[config.mk]
export PLATFORM = sky130hd
export DESIGN_NAME = mce_bank_logger
export DESIGN_NICKNAME = d
export VERILOG_FILES = /design/src/rtl/mce_pkg.sv /design/src/rtl/mce_decide.sv /design/src/rtl/mce_bank.sv /design/src/rtl/mce_bank_logger.sv
export SDC_FILE = /design/constraint.sdc
export NUM_CORES = 2
export LEC_CHECK = 0
export BUFFER_PORTS_ARGS = -buffer_cell sky130_fd_sc_hd__buf_4
export CORE_MARGIN = 8
export CORE_UTILIZATION = 40
export CTS_CLUSTER_SIZE = 30
export DETAILED_ROUTE_END_ITERATION = 16
export PLACE_DENSITY_LB_ADDON = 0.3
export RECOVER_POWER = 25
export SLEW_MARGIN = 40
export SYNTH_ARGS = -nofsm -noshare
export SYNTH_HDL_FRONTEND = slang
export SYNTH_SLANG_ARGS = --single-unit
[constraint.sdc]
create_clock -name clk_i -period 3.6 [get_ports clk_i]
set_input_delay 0.36 -clock clk_i [delete_from_list [all_inputs] [get_ports clk_i]]
set_output_delay 0.36 -clock clk_i [all_outputs]
set_load 0.01 [all_outputs]
[src/rtl/mce_pkg.sv]
package mce_pkg;
  localparam int unsigned XLEN      = 64;
  localparam int unsigned ST_VAL    = 63;
  localparam int unsigned ST_OVF    = 62;
  localparam int unsigned ST_UC     = 61;
  localparam int unsigned GS_INPROG = 2;
  localparam int unsigned CAP_CTLP  = 8;

  localparam logic [1:0] FLD_CTL  = 2'd0;
  localparam logic [1:0] FLD_STAT = 2'd1;
  localparam logic [1:0] FLD_ADDR = 2'd2;
  localparam logic [1:0] FLD_MISC = 2'd3;

  typedef enum logic [2:0] {
    ACT_DROP,
    ACT_RESET,
    ACT_LOG_UC,
    ACT_LOG_CE,
    ACT_FLAG_OVF
  } act_e;
endpackage

[src/rtl/mce_decide.sv]
module mce_decide
  import mce_pkg::*;
#(
  parameter int unsigned NUM_BANKS = 4
) (
  input  logic [7:0]      bank_i,
  input  logic [XLEN-1:0] status_i,
  input  logic [7:0]      cap_cnt_i,
  input  logic            cap_ctlp_i,
  input  logic [XLEN-1:0] gctl_i,
  input  logic [XLEN-1:0] bctl_i,
  input  logic [XLEN-1:0] old_status_i,
  input  logic            inprog_i,
  input  logic            mce_en_i,
  output act_e            act_o,
  output logic [XLEN-1:0] new_status_o
);
  localparam logic [8:0] NB9 = 9'(NUM_BANKS);

  logic in_range, uc, old_valid, old_uc;

  always_comb begin
    in_range     = (bank_i < cap_cnt_i) && ({1'b0, bank_i} < NB9);
    uc           = status_i[ST_UC];
    old_valid    = old_status_i[ST_VAL];
    old_uc       = old_status_i[ST_UC];
    act_o        = ACT_DROP;
    new_status_o = status_i;
    if (in_range && status_i[ST_VAL]) begin
      if (uc) begin
        if (cap_ctlp_i && (gctl_i != '1)) begin
          act_o = ACT_DROP;
        end else if (bctl_i != '1) begin
          act_o = ACT_DROP;
        end else if (inprog_i || !mce_en_i) begin
          act_o = ACT_RESET;
        end else begin
          act_o                = ACT_LOG_UC;
          new_status_o[ST_OVF] = status_i[ST_OVF] | old_valid;
        end
      end else if (!old_valid || !old_uc) begin
        act_o                = ACT_LOG_CE;
        new_status_o[ST_OVF] = status_i[ST_OVF] | old_valid;
      end else begin
        // keep the uncorrected record, only mark that something was lost
        act_o                = ACT_FLAG_OVF;
        new_status_o         = old_status_i;
        new_status_o[ST_OVF] = 1'b1;
      end
    end
  end
endmodule

[src/rtl/mce_bank.sv]
module mce_bank
  import mce_pkg::*;
(
  input  logic            clk_i,
  input  logic            rst_ni,
  input  logic            sw_we_i,
  input  logic [1:0]      sw_fld_i,
  input  logic [XLEN-1:0] sw_wdata_i,
  input  logic            log_we_i,
  input  logic            ovf_set_i,
  input  logic [XLEN-1:0] log_status_i,
  input  logic [XLEN-1:0] log_addr_i,
  input  logic [XLEN-1:0] log_misc_i,
  output logic [XLEN-1:0] ctl_o,
  output logic [XLEN-1:0] status_o,
  output logic [XLEN-1:0] addr_o,
  output logic [XLEN-1:0] misc_o
);
  always_ff @(posedge clk_i or negedge rst_ni) begin
    if (!rst_ni) begin
      ctl_o    <= '1;
      status_o <= '0;
      addr_o   <= '0;
      misc_o   <= '0;
    end else if (sw_we_i) begin
      case (sw_fld_i)
        FLD_CTL:  ctl_o    <= sw_wdata_i;
        FLD_STAT: status_o <= sw_wdata_i;
        FLD_ADDR: addr_o   <= sw_wdata_i;
        default:  misc_o   <= sw_wdata_i;
      endcase
    end else if (log_we_i) begin
      status_o <= log_status_i;
      addr_o   <= log_addr_i;
      misc_o   <= log_misc_i;
    end else if (ovf_set_i) begin
      status_o[ST_OVF] <= 1'b1;
    end
  end

  AST_OVF_MARKS_ENTRY: assert property (@(posedge clk_i) disable iff (!rst_ni)
    (ovf_set_i && !sw_we_i) |=> (status_o[ST_OVF] && $stable(addr_o) && $stable(misc_o)));

  AST_CTL_SW_ONLY: assert property (@(posedge clk_i) disable iff (!rst_ni)
    !sw_we_i |=> $stable(ctl_o));
endmodule

[src/rtl/mce_bank_logger.sv]
module mce_bank_logger
  import mce_pkg::*;
#(
  parameter int unsigned NUM_BANKS = 4,
  localparam int unsigned REG_AW   = $clog2(4 + 4 * NUM_BANKS)
) (
  input  logic              clk_i,
  input  logic              rst_ni,
  input  logic              mce_en_i,
  input  logic              rpt_valid_i,
  output logic              rpt_ready_o,
  input  logic [7:0]        rpt_bank_i,
  input  logic [XLEN-1:0]   rpt_status_i,
  input  logic [XLEN-1:0]   rpt_gstatus_i,
  input  logic [XLEN-1:0]   rpt_addr_i,
  input  logic [XLEN-1:0]   rpt_misc_i,
  input  logic              reg_we_i,
  input  logic [REG_AW-1:0] reg_addr_i,
  input  logic [XLEN-1:0]   reg_wdata_i,
  output logic [XLEN-1:0]   reg_rdata_o,
  output logic              mc_irq_o,
  output logic              reset_req_o
);
  localparam int unsigned GRP_W = REG_AW - 2;
  localparam logic [XLEN-1:0] CAP_INIT =
    (XLEN'(1) << CAP_CTLP) | XLEN'(NUM_BANKS & 8'hff);

  logic [XLEN-1:0] cap_q, gctl_q, gstatus_q;
  logic [XLEN-1:0] bctl_a [NUM_BANKS];
  logic [XLEN-1:0] bstat_a[NUM_BANKS];
  logic [XLEN-1:0] baddr_a[NUM_BANKS];
  logic [XLEN-1:0] bmisc_a[NUM_BANKS];
  logic [XLEN-1:0] sel_bctl, sel_bstat, new_status;
  logic [GRP_W-1:0] grp;
  logic [1:0]       fld;
  logic             is_glob, accept;
  logic             irq_q, rrq_q;
  act_e             act;

  assign grp         = reg_addr_i[REG_AW-1:2];
  assign fld         = reg_addr_i[1:0];
  assign is_glob     = (grp == '0);
  assign rpt_ready_o = !reg_we_i;
  assign accept      = rpt_valid_i && rpt_ready_o;

  always_comb begin
    sel_bctl  = '1;
    sel_bstat = '0;
    for (int b = 0; b < NUM_BANKS; b++) begin
      if (rpt_bank_i == 8'(b)) begin
        sel_bctl  = bctl_a[b];
        sel_bstat = bstat_a[b];
      end
    end
  end

  mce_decide #(.NUM_BANKS(NUM_BANKS)) u_decide (
    .bank_i       (rpt_bank_i),
    .status_i     (rpt_status_i),
    .cap_cnt_i    (cap_q[7:0]),
    .cap_ctlp_i   (cap_q[CAP_CTLP]),
    .gctl_i       (gctl_q),
    .bctl_i       (sel_bctl),
    .old_status_i (sel_bstat),
    .inprog_i     (gstatus_q[GS_INPROG]),
    .mce_en_i     (mce_en_i),
    .act_o        (act),
    .new_status_o (new_status)
  );

  for (genvar b = 0; b < NUM_BANKS; b++) begin : g_bank
    logic hit;
    assign hit = accept && (rpt_bank_i == 8'(b));
    mce_bank u_bank (
      .clk_i        (clk_i),
      .rst_ni       (rst_ni),
      .sw_we_i      (reg_we_i && (grp == GRP_W'(b + 1))),
      .sw_fld_i     (fld),
      .sw_wdata_i   (reg_wdata_i),
      .log_we_i     (hit && (act == ACT_LOG_UC || act == ACT_LOG_CE)),
      .ovf_set_i    (hit && (act == ACT_FLAG_OVF)),
      .log_status_i (new_status),
      .log_addr_i   (rpt_addr_i),
      .log_misc_i   (rpt_misc_i),
      .ctl_o        (bctl_a[b]),
      .status_o     (bstat_a[b]),
      .addr_o       (baddr_a[b]),
      .misc_o       (bmisc_a[b])
    );
  end

  always_ff @(posedge clk_i or negedge rst_ni) begin
    if (!rst_ni) begin
      cap_q     <= CAP_INIT;
      gctl_q    <= '1;
      gstatus_q <= '0;
      irq_q     <= 1'b0;
      rrq_q     <= 1'b0;
    end else begin
      irq_q <= accept && (act == ACT_LOG_UC);
      rrq_q <= accept && (act == ACT_RESET);
      if (reg_we_i && is_glob) begin
        case (fld)
          2'd0:    cap_q     <= reg_wdata_i;
          2'd1:    gctl_q    <= reg_wdata_i;
          2'd2:    gstatus_q <= reg_wdata_i;
          default: ;
        endcase
      end else if (accept && (act == ACT_LOG_UC)) begin
        gstatus_q <= rpt_gstatus_i;
      end
    end
  end

  assign mc_irq_o    = irq_q;
  assign reset_req_o = rrq_q;

  always_comb begin
    reg_rdata_o = '0;
    if (is_glob) begin
      case (fld)
        2'd0:    reg_rdata_o = cap_q;
        2'd1:    reg_rdata_o = gctl_q;
        2'd2:    reg_rdata_o = gstatus_q;
        default: reg_rdata_o = '0;
      endcase
    end else begin
      for (int b = 0; b < NUM_BANKS; b++) begin
        if (grp == GRP_W'(b + 1)) begin
          case (fld)
            FLD_CTL:  reg_rdata_o = bctl_a[b];
            FLD_STAT: reg_rdata_o = bstat_a[b];
            FLD_ADDR: reg_rdata_o = baddr_a[b];
            default:  reg_rdata_o = bmisc_a[b];
          endcase
        end
      end
    end
  end

  AST_PULSE_EXCL: assert property (@(posedge clk_i) disable iff (!rst_ni)
    !(mc_irq_o && reset_req_o));

  AST_RESET_NO_LOG: assert property (@(posedge clk_i) disable iff (!rst_ni)
    reset_req_o |-> $stable(gstatus_q));

  AST_IRQ_GSTATUS: assert property (@(posedge clk_i) disable iff (!rst_ni)
    mc_irq_o |-> (gstatus_q == $past(rpt_gstatus_i)));

  AST_NO_TAKE_ON_WRITE: assert property (@(posedge clk_i) disable iff (!rst_ni)
    reg_we_i |=> !(mc_irq_o || reset_req_o));

  AST_IRQ_IS_UC: assert property (@(posedge clk_i) disable iff (!rst_ni)
    mc_irq_o |-> $past(rpt_status_i[ST_UC] && rpt_status_i[ST_VAL]));
endmodule

==> impl_metrics.py <==
metrics = {
    "outcome": {
        "status": "finished with violations",
        "violations": "capacitance limit, slew limit",
    },
    "final_layout": {
        "mostFrequentLayoutCells": "nand2_1 (1398), mux2_2 (1096), dfrtp_1 (896)",
        "syn2layout_area_growth_pct": 23.3,
        "drive_gt1_share_pct": 39.9,
        "nets": 6885,
        "layout.cells.most_common": "nand2_1",
    },
    "placed_design": {
        "dp_slack_ns": -0.0918,
        "gp_congestion": 0.921,
        "port_buffers": 404,
        "place_hpwl_mm": 184,
    },
    "critical_path": {
        "reg2reg_slack_ns": 0.05,
        "crit_required_ns": 4.28,
        "critPathLaunchType": "register",
        "rr_endpoint": "g_bank[2].u_bank.misc_o[3]$_DFFE_PN0P_",
        "cp_data_arrival_time_ns": 4.24,
        "path_max_fanout": 16,
        "worstSetupPathType": "register to register",
        "r2r_start": "g_bank[3].u_bank.ctl_o[21]$_DFFE_PN1P_",
        "endpoint_kind": "register",
        "r2r.worst_path.cells": 10,
    },
    "timing": {
        "tns_ns": 0,
        "min_period_ns": 3.55,
        "finClkSkew_ns": 0.0361,
        "hold_viol_final": 0,
        "max_slew_margin_pct": -89.0,
        "period_share_pct": 98.7,
        "finalSetupViolCount": 0,
        "fmax_mhz": 281,
        "slew_violations": 435,
        "setup_slack_ns": 0.0458,
        "grt_setup_unrepaired": "false",
        "tightestPinTransition_ns": 2.84,
    },
    "logic_synthesis": {
        "synth_warnings": 0,
        "synth_top_area_cell": "dfrtp_1",
        "ys_ff_latch": 1218,
        "synth-seq-area-share_pct": 46.6,
        "synth_flop_cell": "dfrtp_1",
        "async_flop_share_pct": 100,
        "syn_nets": 6233,
        "synth_cell_types": 56,
        "syn-cell-area_um2": 66300,
        "syn-instance-count": 5888,
        "synth_area_per_cell_um2": 11.3,
        "ys_top_cells_by_area": "dfrtp_1 (34%), mux2_2 (19%), dfstp_2 (13%), mux4_2 (10%), nand2_1 (8.0%)",
        "synth_top_area_share_pct": 33.8,
        "synth_edf_count": 0,
    },
    "floorplan": {
        "die_w_um": 423,
        "fp.coreArea_um2": 165000,
        "fp-row-count": 149,
        "start_util_pct": 40.2,
        "ios": 405,
        "die_y_um": 423,
        "dieArea_um2": 179000,
    },
    "cts": {
        "cts_max_level": 4,
        "clock_path_buffers": 3,
        "clkSinkCount": 1218,
        "numCtsBuffers": 140,
        "post-cts-setup-buffers": 0,
        "cts_root_buf": "clkbuf_16",
        "clk_pin_slew_ns": 0.06,
        "clkLatencyLatePin_ns": 0.82,
        "cts_tree": "yes",
    },
    "grt": {
        "track_usage_pct": 29.8,
        "antenna_found_initial": 26,
        "grt_pass1_vias": 54700,
        "grt_max_degree": 127,
        "grt_overflow": 0,
        "grt_pass1_wl_mm": 394,
    },
    "drt": {
        "ant_nets": 0,
        "wl_per_cell_um": 31.0,
        "drt-total-wl_mm": 275,
        "drt_iter0_markers": 6012,
        "drcViolationCount": 0,
        "vias": 54300,
        "first_pass_iters": 8,
        "post_drt_via_cell_ratio": 6.13,
    },
    "power_and_ir_drop": {
        "p_per_area_nw_per_um2": 516,
        "irDropWorstVdd_v": 0.000352,
        "power_mw": 42.1,
        "leakage_nw": 38.1,
    },
    "flow_run": {
        "cap_violations": 7,
    },
    "min_path": {
        "hp-class": "primary input to async pin",
    },
}
[state kept, by name (all words and copies together), names as in the netlist]
register,flops
gstatus_q,64
mc_irq_o,1
g_bank.u_bank.status_o,256
reset_req_o,1
cap_q,64
gctl_q,64
g_bank.u_bank.misc_o,256
g_bank.u_bank.ctl_o,256
g_bank.u_bank.addr_o,256
[synthesized netlist by cell type, drive strengths merged, types with 14 or more instances]
cell,instances
dfstp,322
and3,32
buf,126
mux2,1148
clkbuf,359
a22oi,108
o221ai,21
o21ai,227
a22o,39
nand2,1407
nor2,233
o211ai,14
nor4,17
mux4,295
nand4,82
mux2i,208
a21oi,243
a21o,18
dfrtp,896
[cell type report]
type / count / area (um^2)
Antenna cell: 18 / 45.0
Clock buffer: 216 / 4160
Clock inverter: 46 / 671
Fill cell: 14700 / 83100
Inverter: 11 / 42.5
Multi-Input combinational cell: 4174 / 33600
Sequential cell: 1218 / 30900
Tap cell: 2189 / 2740
Timing Repair Buffer: 995 / 9560
[cells by family (layout without fill, tap and decap cells)]
family / Yosys count / in the layout / share of synthesized area (%)
other: 0 / 18 / 0
DFF: 1218 / 1218 / 46.6
muxes: 1651 / 1651 / 32.7
and+or+nand+nor: 1815 / 1815 / 11.0
AOI/OAI and AO/OA: 701 / 701 / 6.45
buffers and inverters: 496 / 1268 / 3.14
adders and majority gates: 7 / 7 / 0.132
[worst max path at each step]
stage                                           start                                   endpoint  depth (start not counted)
3_5_place_dp                            rpt_bank_i[4]     g_bank[2].u_bank.misc_o[6]$_DFFE_PN0P_                         11
3_3_place_gp                            rpt_bank_i[4]    g_bank[0].u_bank.addr_o[36]$_DFFE_PN0P_                         11
2_1_floorplan                           reg_addr_i[0]                            reg_rdata_o[35]                          8
5_1_grt                                        rst_ni  g_bank[2].u_bank.status_o[22]$_DFFE_PN0P_                          4
6_report       g_bank[3].u_bank.ctl_o[21]$_DFFE_PN1P_     g_bank[2].u_bank.misc_o[3]$_DFFE_PN0P_                         10
4_1_cts                        gctl_q[37]$_DFFE_PN1P_     g_bank[2].u_bank.misc_o[3]$_DFFE_PN0P_                         12
[per-stage QoR]
stage | util, % | instances | hold WS, ns | instance area [um^2]
global placement | 44.7 | 8268 | 0.456 | 73700
global route | 49.6 | 8862 | 0.0377 | 81700
floorplan | - | 5888 | 0.0644 | 66300
detailed placement | 44.8 | 8273 | 0.460 | 73800
CTS | 49.6 | 8848 | 0.0208 | 81800
finish | 49.6 | 8867 | 0.0441 | 81700
[where the power goes]
group | internal, mW | leakage, nW | switching (mW)
Clock | 8.66 | 2.36 | 6.29
Combinational | 4.47 | 21.0 | 3.45
Sequential | 17.0 | 14.8 | 2.24
[critical path, stage by stage (launching register included)]
cell	delay, ns
dfstp_2	0.66
nand4_1	0.40
or4_1	0.53
nor2_1	0.30
and4_1	0.27
o22ai_1	0.21
o22ai_2	0.17
buf_4	0.19
a21oi_4	0.13
buf_12	0.26
mux2_2	0.29
[routing by layer]
metal	up-vias	track usage, %	part of all wire [%]
li1	22400	-	-
met1	27800	37.2	37
met2	3232	46.1	45
met3	881	6.68	9.4
met4	6	20.6	8.1
met5	-	0	0.012
[timing repair]
item	4_1_cts	5_1_grt
hold endpoints to repair	1015	0
hold buffers	313	0
gates resized for setup	0	2
setup endpoints to repair	0	489
No activity file was read; power rests on OpenSTA's default activity.
